<file path="src/rtl/ee2w_pkg.sv">
package ee2w_pkg;

    localparam logic [3:0] DEV_TAG = 4'b1010;

    typedef enum logic [3:0] {
        S_IDLE,
        S_DEV,
        S_DEV_ACK,
        S_WLO,
        S_WLO_ACK,
        S_WDAT,
        S_WDAT_ACK,
        S_RD,
        S_RACK,
        S_RNEXT
    } sl_state_e;

    // shift-register controls, one-cycle strobes
    typedef struct packed {
        logic cap;    // shift in the sampled SDA bit and count it
        logic count;  // count an SCL rise without shifting
        logic adv;    // shift out toward the next transmit bit
        logic load;   // parallel load for transmit
        logic clr;    // clear the bit counter
    } sh_ctl_t;

    // address-register controls
    typedef struct packed {
        logic set_hi;
        logic set_lo;
        logic inc_page;
        logic inc_lin;
    } ad_ctl_t;

endpackage

</file>
<file path="src/rtl/ee2w_edge.sv">
module ee2w_edge (
    input  logic clk,
    input  logic rst,
    input  logic lvl,
    output logic rise,
    output logic fall
);
    logic lvl_q;

    always_ff @(posedge clk) begin
        if (rst) lvl_q <= 1'b1;
        else     lvl_q <= lvl;
    end

    assign rise = lvl & ~lvl_q;
    assign fall = ~lvl & lvl_q;
endmodule

</file>
<file path="src/rtl/ee2w_shreg.sv">
module ee2w_shreg
    import ee2w_pkg::*;
#(
    parameter int W  = 8,
    parameter int CW = $clog2(W + 1)
) (
    input  logic           clk,
    input  logic           rst,
    input  sh_ctl_t        ctl,
    input  logic           din,
    input  logic [W-2:0]   pdata,
    output logic [W-2:0]   q,
    output logic [CW-1:0]  cnt
);
    // W-1 stored bits: on receive the live SDA bit completes the byte,
    // on transmit the MSB goes straight to the pull register.
    always_ff @(posedge clk) begin
        if (rst) begin
            q   <= '0;
            cnt <= '0;
        end else if (ctl.clr) begin
            cnt <= '0;
        end else if (ctl.load) begin
            q   <= pdata;
            cnt <= '0;
        end else begin
            if (ctl.cap)      q <= {q[W-3:0], din};
            else if (ctl.adv) q <= {q[W-3:0], 1'b0};
            if (ctl.cap || ctl.count) cnt <= cnt + 1'b1;
        end
    end
endmodule

</file>
<file path="src/rtl/ee2w_addr_ctr.sv">
module ee2w_addr_ctr
    import ee2w_pkg::*;
#(
    parameter int AW = 11,
    parameter int PW = 4,
    parameter int DW = 8,
    parameter int HW = AW - DW
) (
    input  logic           clk,
    input  logic           rst,
    input  ad_ctl_t        ctl,
    input  logic [HW-1:0]  hi,
    input  logic [DW-1:0]  lo,
    output logic [AW-1:0]  addr
);
    always_ff @(posedge clk) begin
        if (rst) begin
            addr <= '0;
        end else if (ctl.set_hi) begin
            addr[AW-1:DW] <= hi;
        end else if (ctl.set_lo) begin
            addr[DW-1:0] <= lo;
        end else if (ctl.inc_page) begin
            addr[PW-1:0] <= addr[PW-1:0] + 1'b1;
        end else if (ctl.inc_lin) begin
            addr <= addr + 1'b1;
        end
    end
endmodule

</file>
<file path="src/rtl/ee2w_fsm.sv">
module ee2w_fsm
    import ee2w_pkg::*;
#(
    parameter int AW = 11,
    parameter int DW = 8,
    parameter int CW = $clog2(DW + 1)
) (
    input  logic           clk,
    input  logic           rst,
    input  logic           rise,
    input  logic           fall,
    input  logic           start,
    input  logic           stop,
    input  logic           sda,
    input  logic           busy,
    input  logic [CW-1:0]  cnt,
    input  logic [DW-1:0]  rx_byte,
    input  logic           tx_next,
    input  logic           mem_msb,
    input  logic [AW-1:0]  addr,
    output sh_ctl_t        sh,
    output ad_ctl_t        ad,
    output logic           pull,
    output logic           wb_we,
    output logic [AW-1:0]  wb_addr,
    output logic [DW-1:0]  wb_data,
    output logic           commit
);
    sl_state_e st, ns;
    logic pull_n, half, half_n, rnw, rnw_n, wrote, wrote_n, we_n, commit_n;
    logic last_rx, last_tx, tag_hit;

    assign last_rx = (cnt == CW'(DW - 1));
    assign last_tx = (cnt == CW'(DW));
    assign tag_hit = (rx_byte[DW-1 -: 4] == DEV_TAG);

    always_comb begin
        ns       = st;
        pull_n   = pull;
        half_n   = half;
        rnw_n    = rnw;
        wrote_n  = wrote;
        we_n     = 1'b0;
        commit_n = 1'b0;
        sh       = '0;
        ad       = '0;
        if (start) begin
            ns      = S_DEV;
            pull_n  = 1'b0;
            half_n  = 1'b0;
            wrote_n = 1'b0;
            sh.clr  = 1'b1;
        end else if (stop) begin
            ns       = S_IDLE;
            pull_n   = 1'b0;
            half_n   = 1'b0;
            commit_n = wrote;
            wrote_n  = 1'b0;
        end else begin
            case (st)
                S_DEV, S_WLO, S_WDAT: begin
                    if (rise) begin
                        sh.cap = 1'b1;
                        if (last_rx) begin
                            if (st == S_DEV) begin
                                if (tag_hit && !busy) begin
                                    ad.set_hi = 1'b1;
                                    rnw_n     = rx_byte[0];
                                    ns        = S_DEV_ACK;
                                end else begin
                                    ns = S_IDLE;
                                end
                            end else if (st == S_WLO) begin
                                ad.set_lo = 1'b1;
                                ns        = S_WLO_ACK;
                            end else begin
                                we_n        = 1'b1;
                                ad.inc_page = 1'b1;
                                wrote_n     = 1'b1;
                                ns          = S_WDAT_ACK;
                            end
                        end
                    end
                end
                S_DEV_ACK, S_WLO_ACK, S_WDAT_ACK: begin
                    if (fall) begin
                        if (!half) begin
                            pull_n = 1'b1;
                            half_n = 1'b1;
                        end else begin
                            half_n = 1'b0;
                            pull_n = 1'b0;
                            if (st == S_DEV_ACK && rnw) begin
                                sh.load = 1'b1;
                                pull_n  = ~mem_msb;
                                ns      = S_RD;
                            end else begin
                                sh.clr = 1'b1;
                                ns     = (st == S_DEV_ACK) ? S_WLO : S_WDAT;
                            end
                        end
                    end
                end
                S_RD: begin
                    if (rise) begin
                        sh.count = 1'b1;
                    end else if (fall) begin
                        if (last_tx) begin
                            pull_n = 1'b0;
                            ns     = S_RACK;
                        end else begin
                            sh.adv = 1'b1;
                            pull_n = ~tx_next;
                        end
                    end
                end
                S_RACK: begin
                    if (rise) begin
                        if (!sda) begin
                            ad.inc_lin = 1'b1;
                            ns         = S_RNEXT;
                        end else begin
                            ns = S_IDLE;
                        end
                    end
                end
                S_RNEXT: begin
                    if (fall) begin
                        sh.load = 1'b1;
                        pull_n  = ~mem_msb;
                        ns      = S_RD;
                    end
                end
                default: ;
            endcase
        end
    end

    always_ff @(posedge clk) begin
        if (rst) begin
            st      <= S_IDLE;
            pull    <= 1'b0;
            half    <= 1'b0;
            rnw     <= 1'b0;
            wrote   <= 1'b0;
            wb_we   <= 1'b0;
            wb_addr <= '0;
            wb_data <= '0;
            commit  <= 1'b0;
        end else begin
            st     <= ns;
            pull   <= pull_n;
            half   <= half_n;
            rnw    <= rnw_n;
            wrote  <= wrote_n;
            wb_we  <= we_n;
            commit <= commit_n;
            if (we_n) begin
                wb_addr <= addr;
                wb_data <= rx_byte;
            end
        end
    end
endmodule

</file>
<file path="src/rtl/ee2w_slave.sv">
module ee2w_slave
    import ee2w_pkg::*;
#(
    parameter int ADDR_W = 11,
    parameter int PAGE_W = 4,
    parameter int DATA_W = 8
) (
    input  logic              clk,
    input  logic              rst,
    input  logic              scl_in,
    input  logic              sda_in,
    input  logic              start_strb,
    input  logic              stop_strb,
    input  logic              commit_busy,
    input  logic [DATA_W-1:0] mem_rdata,
    output logic              sda_pull,
    output logic [ADDR_W-1:0] mem_raddr,
    output logic              wbuf_we,
    output logic [ADDR_W-1:0] wbuf_addr,
    output logic [DATA_W-1:0] wbuf_data,
    output logic              commit_go
);
    localparam int HI_W  = ADDR_W - DATA_W;
    localparam int CNT_W = $clog2(DATA_W + 1);

    logic              scl_rise, scl_fall;
    sh_ctl_t           sh_ctl;
    ad_ctl_t           ad_ctl;
    logic [DATA_W-2:0] sh_q;
    logic [CNT_W-1:0]  bit_cnt;
    logic [DATA_W-1:0] rx_byte;
    logic [ADDR_W-1:0] addr_q;

    assign rx_byte   = {sh_q, sda_in};
    assign mem_raddr = addr_q;

    ee2w_edge u_edge (
        .clk  (clk),
        .rst  (rst),
        .lvl  (scl_in),
        .rise (scl_rise),
        .fall (scl_fall)
    );

    ee2w_shreg #(.W(DATA_W), .CW(CNT_W)) u_shreg (
        .clk   (clk),
        .rst   (rst),
        .ctl   (sh_ctl),
        .din   (sda_in),
        .pdata (mem_rdata[DATA_W-2:0]),
        .q     (sh_q),
        .cnt   (bit_cnt)
    );

    ee2w_addr_ctr #(.AW(ADDR_W), .PW(PAGE_W), .DW(DATA_W), .HW(HI_W)) u_addr (
        .clk  (clk),
        .rst  (rst),
        .ctl  (ad_ctl),
        .hi   (rx_byte[HI_W:1]),
        .lo   (rx_byte),
        .addr (addr_q)
    );

    ee2w_fsm #(.AW(ADDR_W), .DW(DATA_W), .CW(CNT_W)) u_fsm (
        .clk     (clk),
        .rst     (rst),
        .rise    (scl_rise),
        .fall    (scl_fall),
        .start   (start_strb),
        .stop    (stop_strb),
        .sda     (sda_in),
        .busy    (commit_busy),
        .cnt     (bit_cnt),
        .rx_byte (rx_byte),
        .tx_next (sh_q[DATA_W-2]),
        .mem_msb (mem_rdata[DATA_W-1]),
        .addr    (addr_q),
        .sh      (sh_ctl),
        .ad      (ad_ctl),
        .pull    (sda_pull),
        .wb_we   (wbuf_we),
        .wb_addr (wbuf_addr),
        .wb_data (wbuf_data),
        .commit  (commit_go)
    );
endmodule

</file>
<file path="config.mk">
export PLATFORM = sky130hd
export DESIGN_NAME = ee2w_slave
export DESIGN_NICKNAME = d
export VERILOG_FILES = /design/src/rtl/ee2w_pkg.sv /design/src/rtl/ee2w_edge.sv /design/src/rtl/ee2w_shreg.sv /design/src/rtl/ee2w_addr_ctr.sv /design/src/rtl/ee2w_fsm.sv /design/src/rtl/ee2w_slave.sv
export SDC_FILE = /design/constraint.sdc
export NUM_CORES = 1
export LEC_CHECK = 0
export ABC_AREA = 1
export BUFFER_PORTS_ARGS = -buffer_cell sky130_fd_sc_hd__buf_4
export CAP_MARGIN = 5
export CORE_UTILIZATION = 40
export CTS_BUF_LIST = sky130_fd_sc_hd__clkbuf_4 sky130_fd_sc_hd__clkbuf_8 sky130_fd_sc_hd__clkbuf_16
export CTS_CLUSTER_SIZE = 28
export DETAILED_ROUTE_END_ITERATION = 10
export GPL_TIMING_DRIVEN = 0
export PLACE_DENSITY = 0.7
export SLEW_MARGIN = 20
export SYNTH_ARGS = -nofsm -noshare
export SYNTH_HDL_FRONTEND = slang
export SYNTH_SLANG_ARGS = --single-unit
</file>
<file path="constraint.sdc">
create_clock -name clk -period 2 [get_ports clk]
set_clock_uncertainty 0.15 [all_clocks]
set_input_delay 0.2 -clock clk [delete_from_list [all_inputs] [get_ports clk]]
set_output_delay 0.2 -clock clk [all_outputs]
set_load 0.005 [all_outputs]
</file>
## Yosys cells after proc, flatten, opt, wreduce, memory -nomap -nowiden

Index checks and enable logic that the tools add are counted.

- Flip-flop bits (word level): 52
- Bits of input ports: 15
- Output and inout port bits: 33
- Word-level logic and storage cells: 161

- Add/subtract/negate cells: 3
- Equality and inequality tests: 33
- Multiplexer cells: 71
- Bitwise logic cells: 12
- Reductions and logical operators: 26

Operators with widths:

| operator | number |
|---|---|
| 2-to-1 mux 4 bit | 15 |
| 2-to-1 mux 1 bit | 33 |
| 2-to-1 mux 7 bit | 4 |
| inequality test 4 bit (second input constant) | 6 |
| 2-to-1 mux 3 bit | 7 |
| == test 4 x 3 -> 1 bit (second input constant) | 5 |
| one-hot mux 4 bit (5 select lines) | 1 |
| AND reduction 10 bit | 2 |
| == test 4 bit (second input constant) | 4 |
| OR reduction 3 bit | 5 |
| 2-to-1 mux 2 bit | 6 |
| inequality test 2 x 1 -> 1 bit (second input constant) | 6 |
| inequality test 2 bit (second input constant) | 6 |
| inequality test 4 x 3 -> 1 bit (second input constant) | 3 |
| adder 11 x 1 -> 11 bit (second input constant) | 1 |
| 2-to-1 mux 11 bit | 1 |
| NOT 1 bit | 10 |
| AND reduction 5 bit | 2 |
| nonzero test 3 bit | 3 |
| adder 4 x 1 -> 4 bit (second input constant) | 2 |
| == test 4 x 2 -> 1 bit (second input constant) | 2 |
| 2-to-1 mux 8 bit | 1 |
| AND reduction 7 bit | 1 |
| nonzero test 7 bit | 1 |
| 12 further kinds | 18 |

## Logic depth before layout (Yosys ltp)

Gate-level depths: netlist (run 1).

- Depth after elaboration: 13
- Mapped depth: 12
- Depth with buffers taken out: 12

## Hierarchy

A second synthesis (run 1) with hierarchy kept.

- Cells, all modules: 463
- Area total of the unflattened synthesis: 2957.8 sq um

By module, submodules not included:

| module | times used | cells each | area an instance (sq um) | seq. area each (sq um) |
|---|---|---|---|---|
| ee2w_fsm | 1 | 235 | 1512.7 | 580.6 |
| ee2w_addr_ctr | 1 | 131 | 784.5 | 220.2 |
| ee2w_shreg | 1 | 90 | 618.1 | 220.2 |
| ee2w_edge | 1 | 7 | 42.5 | 20.0 |

## Worst setup path before layout (run 1)

No wires, ideal clock.

- Kind: flip-flop to flip-flop
- Start: register u_shreg.cnt[0]
- End: register u_addr.addr[10]
- Library setup time: 119 ps
- Arrival: 1384 ps
- Required time: 1731 ps
- Path slack: 346 ps
- Cell stages (with the launch flop): 9
- Period minus slack after synthesis: 1654 ps
- Path through: dfxtp_1 ha_1 nand3_1 nor3_1 nand2_1 nand2_1 o21ai_0 inv_1 a21oi_1

- Cells in the longest elaborated chain, start to end: 8
- Elaborated cells between the ends (all ways): 11
- Those cells by class: 3 x eq/ne; 6 x mux; 2 x reduce/logical

Ends and longest elaborated chain:

| element | RTL line | source |
|---|---|---|
| start, declared | ee2w_shreg.sv:13 | `output logic [CW-1:0] cnt` |
| start signal, assigned | ee2w_shreg.sv:29 | `if (ctl.cap \|\| ctl.count) cnt <= cnt + 1'b1;` |
| == test 4 x 3 -> 1 bit (*) | ee2w_fsm.sv:33 | `assign last_rx = (cnt == CW'(DW - 1));` |
| 2-to-1 mux 3 bit (*) | ee2w_fsm.sv:64 | `if (last_rx) begin` |
| 2-to-1 mux 3 bit (*) | ee2w_fsm.sv:62 | `if (rise) begin` |
| 2-to-1 mux 3 bit (*) | ee2w_fsm.sv:60 | `case (st)` |
| 2-to-1 mux 4 bit (*) | ee2w_fsm.sv:53 | `end else if (stop) begin` |
| 2-to-1 mux 4 bit (*) | ee2w_fsm.sv:47 | `if (start) begin` |
| inequality test 2 x 1 -> 1 bit (no line) or nonzero test 2 bit (tied branches) | n/a |  |
| AND reduction 3 bit (no line) | n/a |  |
| end signal, assigned by index | ee2w_addr_ctr.sv:22 | `addr[DW-1:0] <= lo;` |
| end signal, assigned by index | ee2w_addr_ctr.sv:24 | `addr[PW-1:0] <= addr[PW-1:0] + 1'b1;` |
| end signal, assigned | ee2w_addr_ctr.sv:26 | `addr <= addr + 1'b1;` |
| end, declared | ee2w_addr_ctr.sv:14 | `output logic [AW-1:0] addr` |

Mark *: on every way between the ends. The rest lies on a longest branch, timed or not.
A chain may end at the register's enable or synchronous reset.

## Final worst setup path (run 1)

- Start: register u_shreg.cnt[1]
- End: register u_addr.addr[1]

- Cells in the longest elaborated chain, start to end: 8
- Elaborated cells between the ends (all ways): 11
- Those cells by class: 1 x eq/ne; 7 x mux; 1 x bitwise; 2 x reduce/logical

Ends and longest elaborated chain:

| element | RTL line |
|---|---|
| == test 4 x 3 -> 1 bit (*) | ee2w_fsm.sv:33 |
| 2-to-1 mux 3 bit (*) | ee2w_fsm.sv:64 |
| 2-to-1 mux 3 bit (*) | ee2w_fsm.sv:62 |
| 2-to-1 mux 3 bit (*) | ee2w_fsm.sv:60 |
| 2-to-1 mux 4 bit (*) | ee2w_fsm.sv:53 |
| 2-to-1 mux 4 bit (*) | ee2w_fsm.sv:47 |
| nonzero test 3 bit (no line) (tied with other cells) | n/a |
| AND reduction 2 bit (no line) or 2-to-1 mux 8 bit (tied branches) | n/a |

Marked as above.

==> impl_metrics.toml, run 1 <==
[global_routing]
grt_usage_pct = 21.2
grt_max_degree = 19
grt_overflow = 0
grtUsageMet2_pct = 33.3
grtUsageMet1_pct = 29.6
met3_usage_pct = 4.23
first_global_vias = 2604
gr-max-usage-layer = "met2"
antenna_found_initial = 0
grt_pass1_wl_um = 12100

[synth]
syn_nets = 429
muxShareOfSynthArea_pct = 0
ys_top_cells_by_area = "dfxtp_1 (38%), nand2_1 (12%), nor2_1 (7.7%), inv_1 (5.8%), o21ai_0 (5.3%)"
netlist.area_leader.share_pct = 38.0
post-synth-top-area-cell = "dfxtp_1"
yosys_warnings = 0
synth_cell_types = 29
synth_xor_area_share_pct = 2.24
synth_top_family_by_area = "simple AND/OR/NAND/NOR gates"
yosys_register_bits = 52
synthAdderAreaFrac_pct = 1.37
async_flop_share_pct = 0
syn_inst = 411
seq_area_frac_synth_pct = 38.0
synth-edff-count = 0
synth_compound_area_share_pct = 14.3
synth_area_um2 = 2740
synth-simple-area-share_pct = 35.2
ys.flop_type = "dfxtp_1"
syn_avg_cell_area_um2 = 6.66

[sta]
final_max_slew_viol_count = 0
tns_ns = 0
min_period_ns = 1.86
slew_headroom_pct = 63.8
tightest_slew_ns = 0.543
fmax_ghz = 0.537
worst_hold_slack_ns = 0.0259
min_period_over_period_pct = 93.1
rsz0062_at_grt = "no"
fin_ws_ns = 0.138
hold_viol = 0
setup_viol = 0

[routing]
via_count = 2810
drt_pass1_iterations = 8
drc = 0
ant_nets = 0
vias_per_cell = 5.10
drt_wl_total_um = 7200
drt_iter0_drc = 191
drt-wirelength-per-cell_um = 13.1

[cts]
cts_root_buf = "clkbuf_8"
tritoncts = "yes"
h-tree-depth = 2
clkLatencyLatePin_ns = 0.32
path_clk_slew_ns = 0.10
clock_path_buffers = 2
cts.sinks = 52
cts_made_buffers = 5

[cells_and_area]
finish.instance_area_um2 = 3390
drive_gt1_share_pct = 21.1
nets = 491
fillers = 686
layout_common_cells = "nand2_1 (84), nor2_1 (53), buf_4 (52)"
final_common_cell = "nand2_1"
syn_to_final_growth_pct = 24.0
diodes = 0
final_core_util_pct = 52.5

[placed_design]
io_buffers = 47
pre_cts_slack_ns = 0.0509
hpwl_um = 5480
place_area_um2 = 3190
gp_congestion = 0.908

[power]
ir_drop_v = 0.000256
cellPowerDensity_nw_per_um2 = 544
leakage_nw = 1.53

[die]
std_cell_rows = 29
die_x_um = 84.7
ios = 48
die_area_um2 = 7180
placeableCoreArea_um2 = 6460
fp.dieH_um = 84.7
start_util_pct = 42.4

[critical_path]
crit_required_ns = 2.10
cp-end-kind = "register"
crit_fanout = 10
path_class = "reg2reg"
cp-start-kind = "register"
worstPathArrival_ns = 1.96

[flow_run]
drv_cap = 0

[hold_path]
hold_class = "in2reg"

[outcome]
outcome = "finished clean"
through the flow:
| stage | cells | power (mW) |
|---|---|---|
| 6_report | 551 | 1.85 |
| 5_1_grt | 551 | 1.92 |
| 4_1_cts | 548 | 1.86 |
| 3_5_place_dp | 535 | 1.21 |
| 3_3_place_gp | 535 | 1.21 |
| 2_1_floorplan | 411 | 1.16 |
where the power goes:
group	internal (mW)	switching, mW
combinational	0.0557	0.0928
sequential	1.04	0.00852
clock	0.258	0.389
total	1.35	0.490
metal layers:
layer,part of all wire [%],routed length (µm),vias to the layer above
li1,-,-,1462
met1,48,3490,1282
met2,46,3290,59
met4,0.90,65,0
met5,0,0,-
met3,4.9,352,7
kinds of logic (layout without fill, tap and decap cells):
kind of cell | count (synthesis) | in the layout
AO/OA/AOI/OAI | 76 | 76
flip-flops | 52 | 52
XOR/XNOR | 7 | 7
adder cells (fa/ha/maj) | 3 | 3
AND/OR/NAND/NOR | 212 | 212
buffers and inverters | 61 | 124
sequential cells by signal, summed over array words and instances, names as in the netlist:
register       cells
u_edge.lvl_q       1
u_addr.addr       11
u_fsm.rnw          1
u_shreg.cnt        4
u_fsm.st           4
u_fsm.wrote        1
u_fsm.pull         1
u_fsm.wb_we        1
u_shreg.q          7
u_fsm.half         1
u_fsm.wb_data      8
u_fsm.commit       1
u_fsm.wb_addr     11
layout make-up:
class | count | area [µm²] | area share, %
multi-input cells | 298 | 1480 | 43.6
flip-flops and latches | 52 | 1050 | 30.9
repair buffers | 55 | 425 | 12.5
inverters | 50 | 188 | 5.53
well taps | 77 | 96.3 | 2.84
clock buffers | 5 | 68.8 | 2.03
plain buffers | 11 | 60.1 | 1.77
clock inverters | 3 | 27.5 | 0.811
cells in the mapped netlist (2+ instances only):
cell	instances
o21ai_0	29
or2_2	3
nand2_1	86
clkbuf_1	4
inv_2	8
a31oi_1	2
nand3_1	28
nor2_1	56
buf_2	5
nand4_1	15
nand3_2	4
o21ai_1	15
nor2_4	4
dfxtp_1	52
nor3_1	8
a21oi_1	28
xor2_1	6
nor2_2	4
ha_1	3
inv_1	42
worst paths after layout:
| kind | slack (ns) | endpoint | depth (start not counted) | start |
|---|---|---|---|---|
| worst max-delay path | 0.14 | u_addr.addr[1] | 8 | u_shreg.cnt[1] |
| worst min register to register | 0.34 | u_fsm.wb_data[0] | 2 | u_fsm.wb_data[0] |
| worst min-delay path | 0.03 | u_shreg.q[4] | 5 | mem_rdata[4] |
| worst max register to register | 0.14 | u_addr.addr[1] | 8 | u_shreg.cnt[1] |
timing repair:
item                                   4_1_cts  5_1_grt
resized for setup                            0       17
hold buffers                                 5        0
endpoints found under the hold margin        5        0
buffers inserted                             0        3
setup endpoints to repair                    0       31
critical path, cell delays in order (launching register included):
cell and delay (ns):
dfxtp_1 0.39, ha_1 0.21, nand3_1 0.19, nor2_1 0.16
nand3_2 0.17, buf_2 0.23, o21ai_1 0.13, o21ai_0 0.08
nor2_1 0.10
Note: power is estimated with default switching activity, not from simulation.
==> run 2: changes to the inputs <==
--- a/config.mk
+++ b/config.mk
@@ -8,12 +8,14 @@
 export ABC_AREA = 1
 export BUFFER_PORTS_ARGS = -buffer_cell sky130_fd_sc_hd__buf_4
 export CAP_MARGIN = 5
-export CORE_UTILIZATION = 40
+export CELL_PAD_IN_SITES_DETAIL_PLACEMENT = 0
+export CELL_PAD_IN_SITES_GLOBAL_PLACEMENT = 2
+export CORE_UTILIZATION = 30
 export CTS_BUF_LIST = sky130_fd_sc_hd__clkbuf_4 sky130_fd_sc_hd__clkbuf_8 sky130_fd_sc_hd__clkbuf_16
 export CTS_CLUSTER_SIZE = 28
 export DETAILED_ROUTE_END_ITERATION = 10
 export GPL_TIMING_DRIVEN = 0
-export PLACE_DENSITY = 0.7
+export PLACE_DENSITY = 0.89
 export SLEW_MARGIN = 20
 export SYNTH_ARGS = -nofsm -noshare
 export SYNTH_HDL_FRONTEND = slang
==> run 2 against run 1 <==
  * Critical endpoint is now u_addr.addr[2]
  * Combinational power rose by 3%
  * Sequential share of layout area is 0.56 points lower
  * Critical path type unchanged
  * Routed wire length is 8.2% higher
  * Hold slack lost 0.0042 ns
  * Core utilization is 13 points lower
  * Sequential power barely moved
  * Highest routed layer unchanged
  * Clock power grew 3%
  * Largest power group unchanged
  * First-iteration DRC count is 35% lower
  * Critical path depth stayed put
  * Non-clock buffer count did not move
  * Cell area grew 1.7%
  * Global-route usage shrank 4.2 points
==> impl_metrics.toml, run 2 (synthesized netlist as in run 1, its figures left out) <==
[critical_path]
rrSetupSlack_ns = 0.15
cp-start-kind = "register"
crit_end = "u_addr.addr[2]"
crit_required_ns = 2.11
crit_fanout = 10
r2r_start = "u_shreg.cnt[1]"
crit_path_start = "u_shreg.cnt[1]"
path_class = "reg2reg"
rr_endpoint = "u_addr.addr[2]"
worstPathArrival_ns = 1.95
cp-end-kind = "register"
reg2reg_depth = 8

[power]
leakage_nw = 1.54
clkPwrFrac_pct = 35.6
power_switching_share_pct = 27.3
p_int_mw = 1.36
p_sw_uw = 509
pwr-share-seq_pct = 56.3
ir_drop_v = 0.000246
cellPowerDensity_nw_per_um2 = 540
comb_power_share_pct = 8.1

[sta]
slew_headroom_pct = 62.9
min_period_over_period_pct = 92.3
min_period_ns = 1.85
tightest_slew_ns = 0.556
fmax_ghz = 0.542
worst_hold_slack_ns = 0.0217
setup_viol = 0
final_max_slew_viol_count = 0
hold_viol = 0

[hold_path]
holdCritStartpoint = "mem_rdata[4]"
hold_class = "in2reg"

[cts]
cts_root_buf = "clkbuf_8"
clock_path_buffers = 2
path_clk_slew_ns = 0.11
h-tree-depth = 2
tritoncts = "yes"
clkLatencyLatePin_ns = 0.32
cts.sinks = 52
cts_made_buffers = 5

[cells_and_area]
multi_input_area_um2 = 1490
nets = 491
layout_common_cells = "nand2_1 (84), nor2_1 (53), buf_4 (50)"
final_common_cell = "nand2_1"
largestRegisters = "u_addr.addr (11), u_fsm.wb_addr (11), u_fsm.wb_data (8)"
seqCellArea_um2 = 1050
finish.instance_area_um2 = 3450
drive_gt1_share_pct = 20.9
diodes = 0
fillers = 961
syn_to_final_growth_pct = 26.2

[routing]
drt-wirelength-per-cell_um = 13.4
drt_pass1_iterations = 4
drt_iter0_drc = 124
ant_nets = 0
via_count = 2834
vias_per_cell = 4.87
drc = 0
drt_wl_total_um = 7790

[global_routing]
antenna_found_initial = 0
grt_pass1_wl_um = 13000
grt_usage_pct = 17.0
grt_overflow = 0
grt_max_degree = 19
first_global_vias = 2593

[die]
die_area_um2 = 9510
placeableCoreArea_um2 = 8760
fp.dieH_um = 97.5
die_x_um = 97.5
start_util_pct = 31.2
std_cell_rows = 34
ios = 48

[flow_run]
drv_cap = 0

[outcome]
outcome = "finished clean"

[placed_design]
hpwl_um = 5890
gp_congestion = 0.873
io_buffers = 47
place_area_um2 = 3220
-- run 2: changes by cell type in the layout (fill, tap and decap cells not counted), sizes merged --
cell,previous run,this run
dlygate4sd3,5,6
buf,57,56
-- run 2: per-stage QoR --
stage / std cells / power [mW] / utilization, % / setup TNS [ns] / worst slack [ns]
floorplan: 411 / 1.16 / - / 0 / 0.346
global placement: 566 / 1.21 / 36.8 / 0 / 0.0242
detailed placement: 566 / 1.21 / 36.8 / 0 / 0.0106
CTS: 580 / 1.89 / 38.6 / 0 / 0.0358
global route: 582 / 1.95 / 39.4 / -0.00337 / -0.00337
finish: 582 / 1.87 / 39.4 / 0 / 0.154
-- run 2: how the worst min path moves through the flow --
stage / slack [ns] / to / cells after the start
after floorplan: 0.13 / u_fsm.commit / 1
after global placement: 0.26 / u_edge.lvl_q / 2
after detailed placement: 0.27 / u_fsm.commit / 2
after CTS: 0.02 / u_shreg.q[4] / 5
after global routing: 0.03 / u_shreg.q[1] / 5
final: 0.02 / u_shreg.q[4] / 5
-- run 2: timing repair --
action,CTS,global route
buffers inserted,0,2
endpoints found under the hold margin,5,0
endpoints found under the setup margin,1,30
gates resized for setup,1,16
pin swaps,0,3
hold buffers,6,0
-- run 2: layout make-up --
type                            instances  share of cell area [%]
Multi-Input combinational cell        298                    43.1
Clock buffer                            5                    1.99
Buffer                                 11                    1.74
Tap cell                              108                    3.91
Sequential cell                        52                    30.3
Clock inverter                          3                   0.797
Timing Repair Buffer                   55                    12.8
Inverter                               50                    5.44
-- run 2: metal layers --
layer	track usage, %	up-vias	routed length (µm)
met4	4.75	0	101
li1	-	1466	-
met5	0	-	0
met2	26.6	47	3390
met1	24.0	1314	4020
met3	2.81	7	277
-- run 2: critical path, cell delays in order (launching register included) --
cell and delay, ns:
dfxtp_1 0.39, ha_1 0.23, nand3_2 0.15, nor2_1 0.15, nand3_2 0.16, buf_2 0.23
o21ai_1 0.14, o21ai_0 0.09, nor2_1 0.10
-- run 2: power by group through the flow --
stage / clock network (mW) / logic [mW] / registers (mW)
after floorplan: 0 / 0.0859 / 1.07
after global placement: 0 / 0.142 / 1.07
after detailed placement: 0 / 0.142 / 1.07
after CTS: 0.690 / 0.150 / 1.05
after global routing: 0.732 / 0.168 / 1.05
final: 0.664 / 0.152 / 1.05
